$ cat config.mk
export PLATFORM = sky130hd
export DESIGN_NAME = pred_redirect
export DESIGN_NICKNAME = d
export VERILOG_FILES = /design/src/rtl/pred_redir_pkg.sv /design/src/rtl/pred_table.sv /design/src/rtl/pred_match.sv /design/src/rtl/pred_mask_stage.sv /design/src/rtl/pred_redirect.sv
export SDC_FILE = /design/constraint.sdc
export NUM_CORES = 1
export LEC_CHECK = 0
export ABC_AREA = 0
export BUFFER_PORTS_ARGS = -buffer_cell sky130_fd_sc_hd__buf_2
export CAP_MARGIN = 20
export CORE_MARGIN = 3
export CORE_UTILIZATION = 35
export CTS_BUF_LIST = sky130_fd_sc_hd__clkbuf_2 sky130_fd_sc_hd__clkbuf_4 sky130_fd_sc_hd__clkbuf_8
export DETAILED_ROUTE_END_ITERATION = 8
export SYNTH_ARGS = -nofsm -noshare
export SYNTH_HDL_FRONTEND = slang
export SYNTH_HIERARCHICAL = 1
export SYNTH_SLANG_ARGS = --single-unit
export TNS_END_PERCENT = 20
$ cat constraint.sdc
create_clock -name clk_i -period 2.21 [get_ports clk_i]
set_clock_uncertainty 0.15 [all_clocks]
set_input_delay 0.442 -clock clk_i [delete_from_list [all_inputs] [get_ports clk_i]]
set_output_delay 0.442 -clock clk_i [all_outputs]
set_load 0.005 [all_outputs]
$ cat src/rtl/pred_redir_pkg.sv
package pred_redir_pkg;
  localparam int unsigned REG_IDX_W = 5;

  typedef struct packed {
    logic                 valid;
    logic                 is_fp;
    logic [REG_IDX_W-1:0] key;
    logic [REG_IDX_W-1:0] pred_idx;
    logic                 invert;
    logic                 zeroing;
  } pred_entry_t;
endpackage

$ cat src/rtl/pred_table.sv
module pred_table
  import pred_redir_pkg::*;
#(
  parameter int unsigned NUM_ENTRIES = 16,
  localparam int unsigned IDX_W = $clog2(NUM_ENTRIES)
) (
  input  logic        clk_i,
  input  logic        rst_ni,
  input  logic        we_i,
  input  logic [IDX_W-1:0] idx_i,
  input  pred_entry_t wdata_i,
  output pred_entry_t entries_o [NUM_ENTRIES]
);
  pred_entry_t mem_q [NUM_ENTRIES];

  for (genvar g = 0; g < NUM_ENTRIES; g++) begin : g_slot
    always_ff @(posedge clk_i or negedge rst_ni) begin
      if (!rst_ni) begin
        mem_q[g] <= '0;
      end else if (we_i && (idx_i == IDX_W'(g))) begin
        mem_q[g] <= wdata_i;
      end
    end
    assign entries_o[g] = mem_q[g];
  end
endmodule

$ cat src/rtl/pred_match.sv
module pred_match
  import pred_redir_pkg::*;
#(
  parameter int unsigned NUM_ENTRIES = 16
) (
  input  pred_entry_t          entries_i [NUM_ENTRIES],
  input  logic                 is_fp_i,
  input  logic [REG_IDX_W-1:0] reg_i,
  output logic                 hit_o,
  output pred_entry_t          sel_o
);
  logic [NUM_ENTRIES-1:0] match;

  for (genvar g = 0; g < NUM_ENTRIES; g++) begin : g_cmp
    assign match[g] = entries_i[g].valid && (entries_i[g].is_fp == is_fp_i) &&
                      (entries_i[g].key == reg_i);
  end

  // ascending scan: last (highest) match wins
  always_comb begin
    hit_o = 1'b0;
    sel_o = '0;
    for (int i = 0; i < NUM_ENTRIES; i++) begin
      if (match[i]) begin
        hit_o = 1'b1;
        sel_o = entries_i[i];
      end
    end
  end
endmodule

$ cat src/rtl/pred_mask_stage.sv
module pred_mask_stage
  import pred_redir_pkg::*;
#(
  parameter int unsigned XLEN = 64
) (
  input  logic                 clk_i,
  input  logic                 rst_ni,
  input  logic                 req_valid_i,
  input  logic                 hit_i,
  input  pred_entry_t          sel_i,
  output logic                 rd_en_o,
  output logic [REG_IDX_W-1:0] rd_addr_o,
  input  logic [XLEN-1:0]      rd_data_i,
  output logic                 mask_valid_o,
  output logic [XLEN-1:0]      mask_o,
  output logic                 zero_mode_o
);
  logic                 s1_valid, s1_hit, s1_inv, s1_zero;
  logic [REG_IDX_W-1:0] s1_addr;
  logic                 s2_valid, s2_hit, s2_inv, s2_zero;
  logic                 s3_valid, s3_zero;
  logic [XLEN-1:0]      s3_mask;

  always_ff @(posedge clk_i or negedge rst_ni) begin
    if (!rst_ni) begin
      s1_valid <= 1'b0; s1_hit <= 1'b0; s1_inv <= 1'b0; s1_zero <= 1'b0;
      s1_addr  <= '0;
      s2_valid <= 1'b0; s2_hit <= 1'b0; s2_inv <= 1'b0; s2_zero <= 1'b0;
      s3_valid <= 1'b0; s3_zero <= 1'b0; s3_mask <= '0;
    end else begin
      s1_valid <= req_valid_i;
      s1_hit   <= req_valid_i & hit_i;
      s1_inv   <= sel_i.invert;
      s1_zero  <= sel_i.zeroing;
      s1_addr  <= sel_i.pred_idx;
      s2_valid <= s1_valid;
      s2_hit   <= s1_hit;
      s2_inv   <= s1_inv;
      s2_zero  <= s1_zero;
      s3_valid <= s2_valid;
      s3_zero  <= s2_hit & s2_zero;
      s3_mask  <= s2_hit ? (rd_data_i ^ {XLEN{s2_inv}}) : '1;
    end
  end

  assign rd_en_o      = s1_valid & s1_hit;
  assign rd_addr_o    = s1_addr;
  assign mask_valid_o = s3_valid;
  assign mask_o       = s3_mask;
  assign zero_mode_o  = s3_zero;
endmodule

$ cat src/rtl/pred_redirect.sv
module pred_redirect
  import pred_redir_pkg::*;
#(
  parameter int unsigned XLEN        = 64,
  parameter int unsigned NUM_ENTRIES = 16,
  localparam int unsigned IDX_W      = $clog2(NUM_ENTRIES)
) (
  input  logic                 clk_i,
  input  logic                 rst_ni,
  input  logic                 cfg_we_i,
  input  logic [IDX_W-1:0]     cfg_idx_i,
  input  logic                 cfg_valid_i,
  input  logic                 cfg_is_fp_i,
  input  logic [REG_IDX_W-1:0] cfg_key_i,
  input  logic [REG_IDX_W-1:0] cfg_pred_idx_i,
  input  logic                 cfg_invert_i,
  input  logic                 cfg_zero_i,
  input  logic                 req_valid_i,
  input  logic                 req_is_fp_i,
  input  logic [REG_IDX_W-1:0] req_reg_i,
  output logic                 rf_rd_en_o,
  output logic [REG_IDX_W-1:0] rf_rd_addr_o,
  input  logic [XLEN-1:0]      rf_rd_data_i,
  output logic                 mask_valid_o,
  output logic [XLEN-1:0]      mask_o,
  output logic                 zero_mode_o
);
  pred_entry_t wdata;
  pred_entry_t entries [NUM_ENTRIES];
  pred_entry_t sel;
  logic        hit;

  assign wdata = '{valid: cfg_valid_i, is_fp: cfg_is_fp_i, key: cfg_key_i,
                   pred_idx: cfg_pred_idx_i, invert: cfg_invert_i,
                   zeroing: cfg_zero_i};

  pred_table #(.NUM_ENTRIES(NUM_ENTRIES)) u_table (
    .clk_i     (clk_i),
    .rst_ni    (rst_ni),
    .we_i      (cfg_we_i),
    .idx_i     (cfg_idx_i),
    .wdata_i   (wdata),
    .entries_o (entries)
  );

  pred_match #(.NUM_ENTRIES(NUM_ENTRIES)) u_match (
    .entries_i (entries),
    .is_fp_i   (req_is_fp_i),
    .reg_i     (req_reg_i),
    .hit_o     (hit),
    .sel_o     (sel)
  );

  pred_mask_stage #(.XLEN(XLEN)) u_stage (
    .clk_i        (clk_i),
    .rst_ni       (rst_ni),
    .req_valid_i  (req_valid_i),
    .hit_i        (hit),
    .sel_i        (sel),
    .rd_en_o      (rf_rd_en_o),
    .rd_addr_o    (rf_rd_addr_o),
    .rd_data_i    (rf_rd_data_i),
    .mask_valid_o (mask_valid_o),
    .mask_o       (mask_o),
    .zero_mode_o  (zero_mode_o)
  );
endmodule

==> impl_metrics.py <==
metrics = {
    "power_and_ir_drop": {
        "p_switching_mw": 4.29,
        "power_mw": 15.7,
        "combPwrFrac_pct": 18.6,
        "power.ir.vdd_worst_uv": 480,
        "power.density_cell_area_nw_per_um2": 909,
        "power.share.clock_pct": 34.5,
        "leakage_nw": 7.21,
        "switching_share_pct": 27.2,
        "p_int_mw": 11.5,
        "power_frac_seq_pct": 47.0,
    },
    "drt": {
        "firstDrtPassIters": 4,
        "wl_per_cell_um": 18.8,
        "initialDrtViolationCount": 377,
        "postRouteWirelength_um": 35400,
        "avgViaCountPerCell": 4.86,
        "ant_nets": 0,
        "remaining_drc_errors": 0,
        "num_vias": 9157,
    },
    "layout": {
        "antennaDiodeCount": 0,
        "finalNonFillerCells": 1883,
        "layout-drive-gt1-share_pct": 43.0,
        "area_growth_synth_to_finish_pct": 26.4,
        "num-nets-final": 1428,
        "mostFrequentLayoutCell": "dfrtp_1",
        "stdcell_area_um2": 17300,
        "n_fill_cell": 3478,
        "top_library_cells_by_usage_in_the_layout_fill_and_taps_aside": "dfrtp_1 (301), mux2_2 (223), buf_2 (162), xnor2_1 (123), nand2_1 (85)",
    },
    "floorplanning": {
        "initial_core_util_pct": 36.0,
        "io-pin-count": 164,
        "placeableCoreArea_um2": 38100,
        "design.die.area_um2": 41600,
        "die_h_um": 204,
        "horizontal_die_dimension_um": 204,
        "placement_rows": 71,
    },
    "yosys": {
        "postSynthCellCount": 1052,
        "ys_warn_count": 6,
        "postSynthAreaPerCell_um2": 13.0,
        "synth_area_um2": 13700,
        "postSynthNetCount": 1144,
    },
    "grt": {
        "groute.usage.overall_pct": 17.1,
        "grt_pass1_vias": 9873,
        "grt_remaining_overflow": 0,
        "maximum_number_of_pins_on_one_net_before_global_route_repair": 81,
        "antenna_violations_before_repair": 0,
        "grt_pass1_wl_um": 55800,
    },
    "timing": {
        "max_slew_margin_pct": 67.1,
        "final_critical_path_setup_slack_ns": -0.175,
        "unrepaired_setup_endpoints_after_global_routing": "true",
        "period_minus_slack_ns": 2.38,
        "slew_viol_final": 0,
        "fmax_mhz": 419,
        "worst_hold_slack_ns": 0.135,
        "timing_hold_violations_final": 0,
        "layout_worst_path_cycle_share_pct": 108,
        "setup-violations-final": 7,
        "tightest_slew_ns": 0.494,
    },
    "worst_setup_path": {
        "critPathKind": "reg -> reg",
        "path_max_fanout": 4,
        "cpLargestDelayFamily": "simple AND/OR/NAND/NOR gates",
        "worst_flop_to_flop_path_endpoint": "u_stage/s1_inv",
        "slowest_delay_ns": 0.52,
        "critical_path_required_ns": 2.57,
        "worst_path_most_repeated_cell": "nor2_1",
        "cp_cell_sequence": "xnor2_1 > nand4_1 > or4_4 > nor2_1 > nor2_1 > a22oi_1 > buf_4 > o311ai_1 > and3_1",
        "cpMaxStageDelayCell": "or4_4",
        "rr_startpoint": "u_table/entries_o[54]",
        "rrSetupSlack_ns": -0.17,
        "worstPathBufferInverterCount": 1,
        "worstSetupEndpointType": "flop",
        "rr_worst_depth": 9,
        "arrival_ns": 2.75,
        "worstSetupStartpointType": "flop",
    },
    "clock_network": {
        "clk_pin_slew_ns": 0.06,
        "tritoncts_clock_tree": "yes",
        "cts_max_path_buffers": 3,
        "tritoncts_num_sinks": 303,
        "post-cts-setup-buffer-count": 0,
        "cts_made_buffers": 53,
        "insertion_delay_to_the_later_sink_of_the_worst_skew_pair_ns": 0.62,
        "cts-htree-levels": 2,
        "cts.root.buffer_cell": "clkbuf_8",
    },
    "place": {
        "place_inst": 1726,
        "place.port_buffers": 163,
        "dp.final_hpwl_um": 23700,
        "place.gp.congestion": 0.791,
        "place_worst_setup_slack_ns": -0.589,
        "dpl-instance-area_um2": 15500,
    },
    "outcome": {
        "violations": "negative setup slack",
        "run_status": "finished with violations",
    },
    "worst_hold_path": {
        "worstHoldPathType": "in -> async",
    },
    "job": {
        "maximum_capacitance_violations": 0,
    },
}
## per-stage QoR
stage / TNS, ns / util, %
after CTS: -1.11 / 45.4
after global placement: -4.05 / 40.6
after global routing: -1.91 / 45.4
after detailed placement: -4.14 / 40.6
final: -1.00 / 45.4
after floorplan: -1.35 / -
## power groups by stage
stage | Combinational, mW | Clock [mW] | Sequential [mW]
2_1_floorplan | 2.09 | 0 | 7.23
3_3_place_gp | 2.77 | 0 | 7.45
3_5_place_dp | 2.83 | 0 | 7.48
4_1_cts | 2.95 | 5.59 | 7.40
5_1_grt | 3.21 | 5.84 | 7.54
6_report | 2.92 | 5.42 | 7.39
## worst max path at each step
stage | end | cells past startpoint | slack, ns | startpoint
6_report | u_stage/s1_inv | 9 | -0.17 | u_table/entries_o[54]
5_1_grt | u_stage/rd_addr_o[4] | 10 | -0.31 | u_table/entries_o[63]
4_1_cts | u_stage/rd_addr_o[0] | 9 | -0.19 | u_table/entries_o[49]
3_5_place_dp | u_stage/rd_addr_o[4] | 11 | -0.59 | req_is_fp_i
3_3_place_gp | u_stage/rd_addr_o[3] | 10 | -0.61 | req_reg_i[2]
2_1_floorplan | u_stage/rd_addr_o[0] | 10 | -0.24 | req_reg_i[4]
## area by class of cell
class	instances	area, um^2	share of cell area [%]
Sequential cell	303	7590	43.8
Clock inverter	6	65.1	0.376
Tap cell	511	639	3.69
Inverter	1	5.00	0.0289
Multi-Input combinational cell	662	5640	32.6
Timing Repair Buffer	315	2330	13.5
Clock buffer	85	1050	6.07
## layer usage
layer  routed length [um]  track usage, %  vias up
met1                16100            22.6     4652
li1                     -               -     4205
met2                16600            28.5      249
met5                    0               0        -
met4                  644            5.09        0
met3                 2010            3.44       51
## sequential cells by signal (all words and copies together) (netlist names)
name,cells
u_stage/s1_zero,1
u_stage/s1_hit,1
u_stage/s2_zero,1
u_stage/s2_hit,1
u_stage/rd_addr_o,5
u_stage/mask_o,64
u_table/entries_o,224
u_stage/s2_valid,1
u_stage/s1_inv,1
u_stage/s2_inv,1
u_stage/mask_valid_o,1
u_stage/s1_valid,1
u_stage/zero_mode_o,1
## what timing repair did
item | in CTS | in global routing
endpoints found under the setup margin | 7 | 8
gates resized for setup | 9 | 5
hold buffers | 66 | 0
hold endpoints to repair | 319 | 0
pin swaps | 5 | 2
Power figures use the tool's default switching activity.
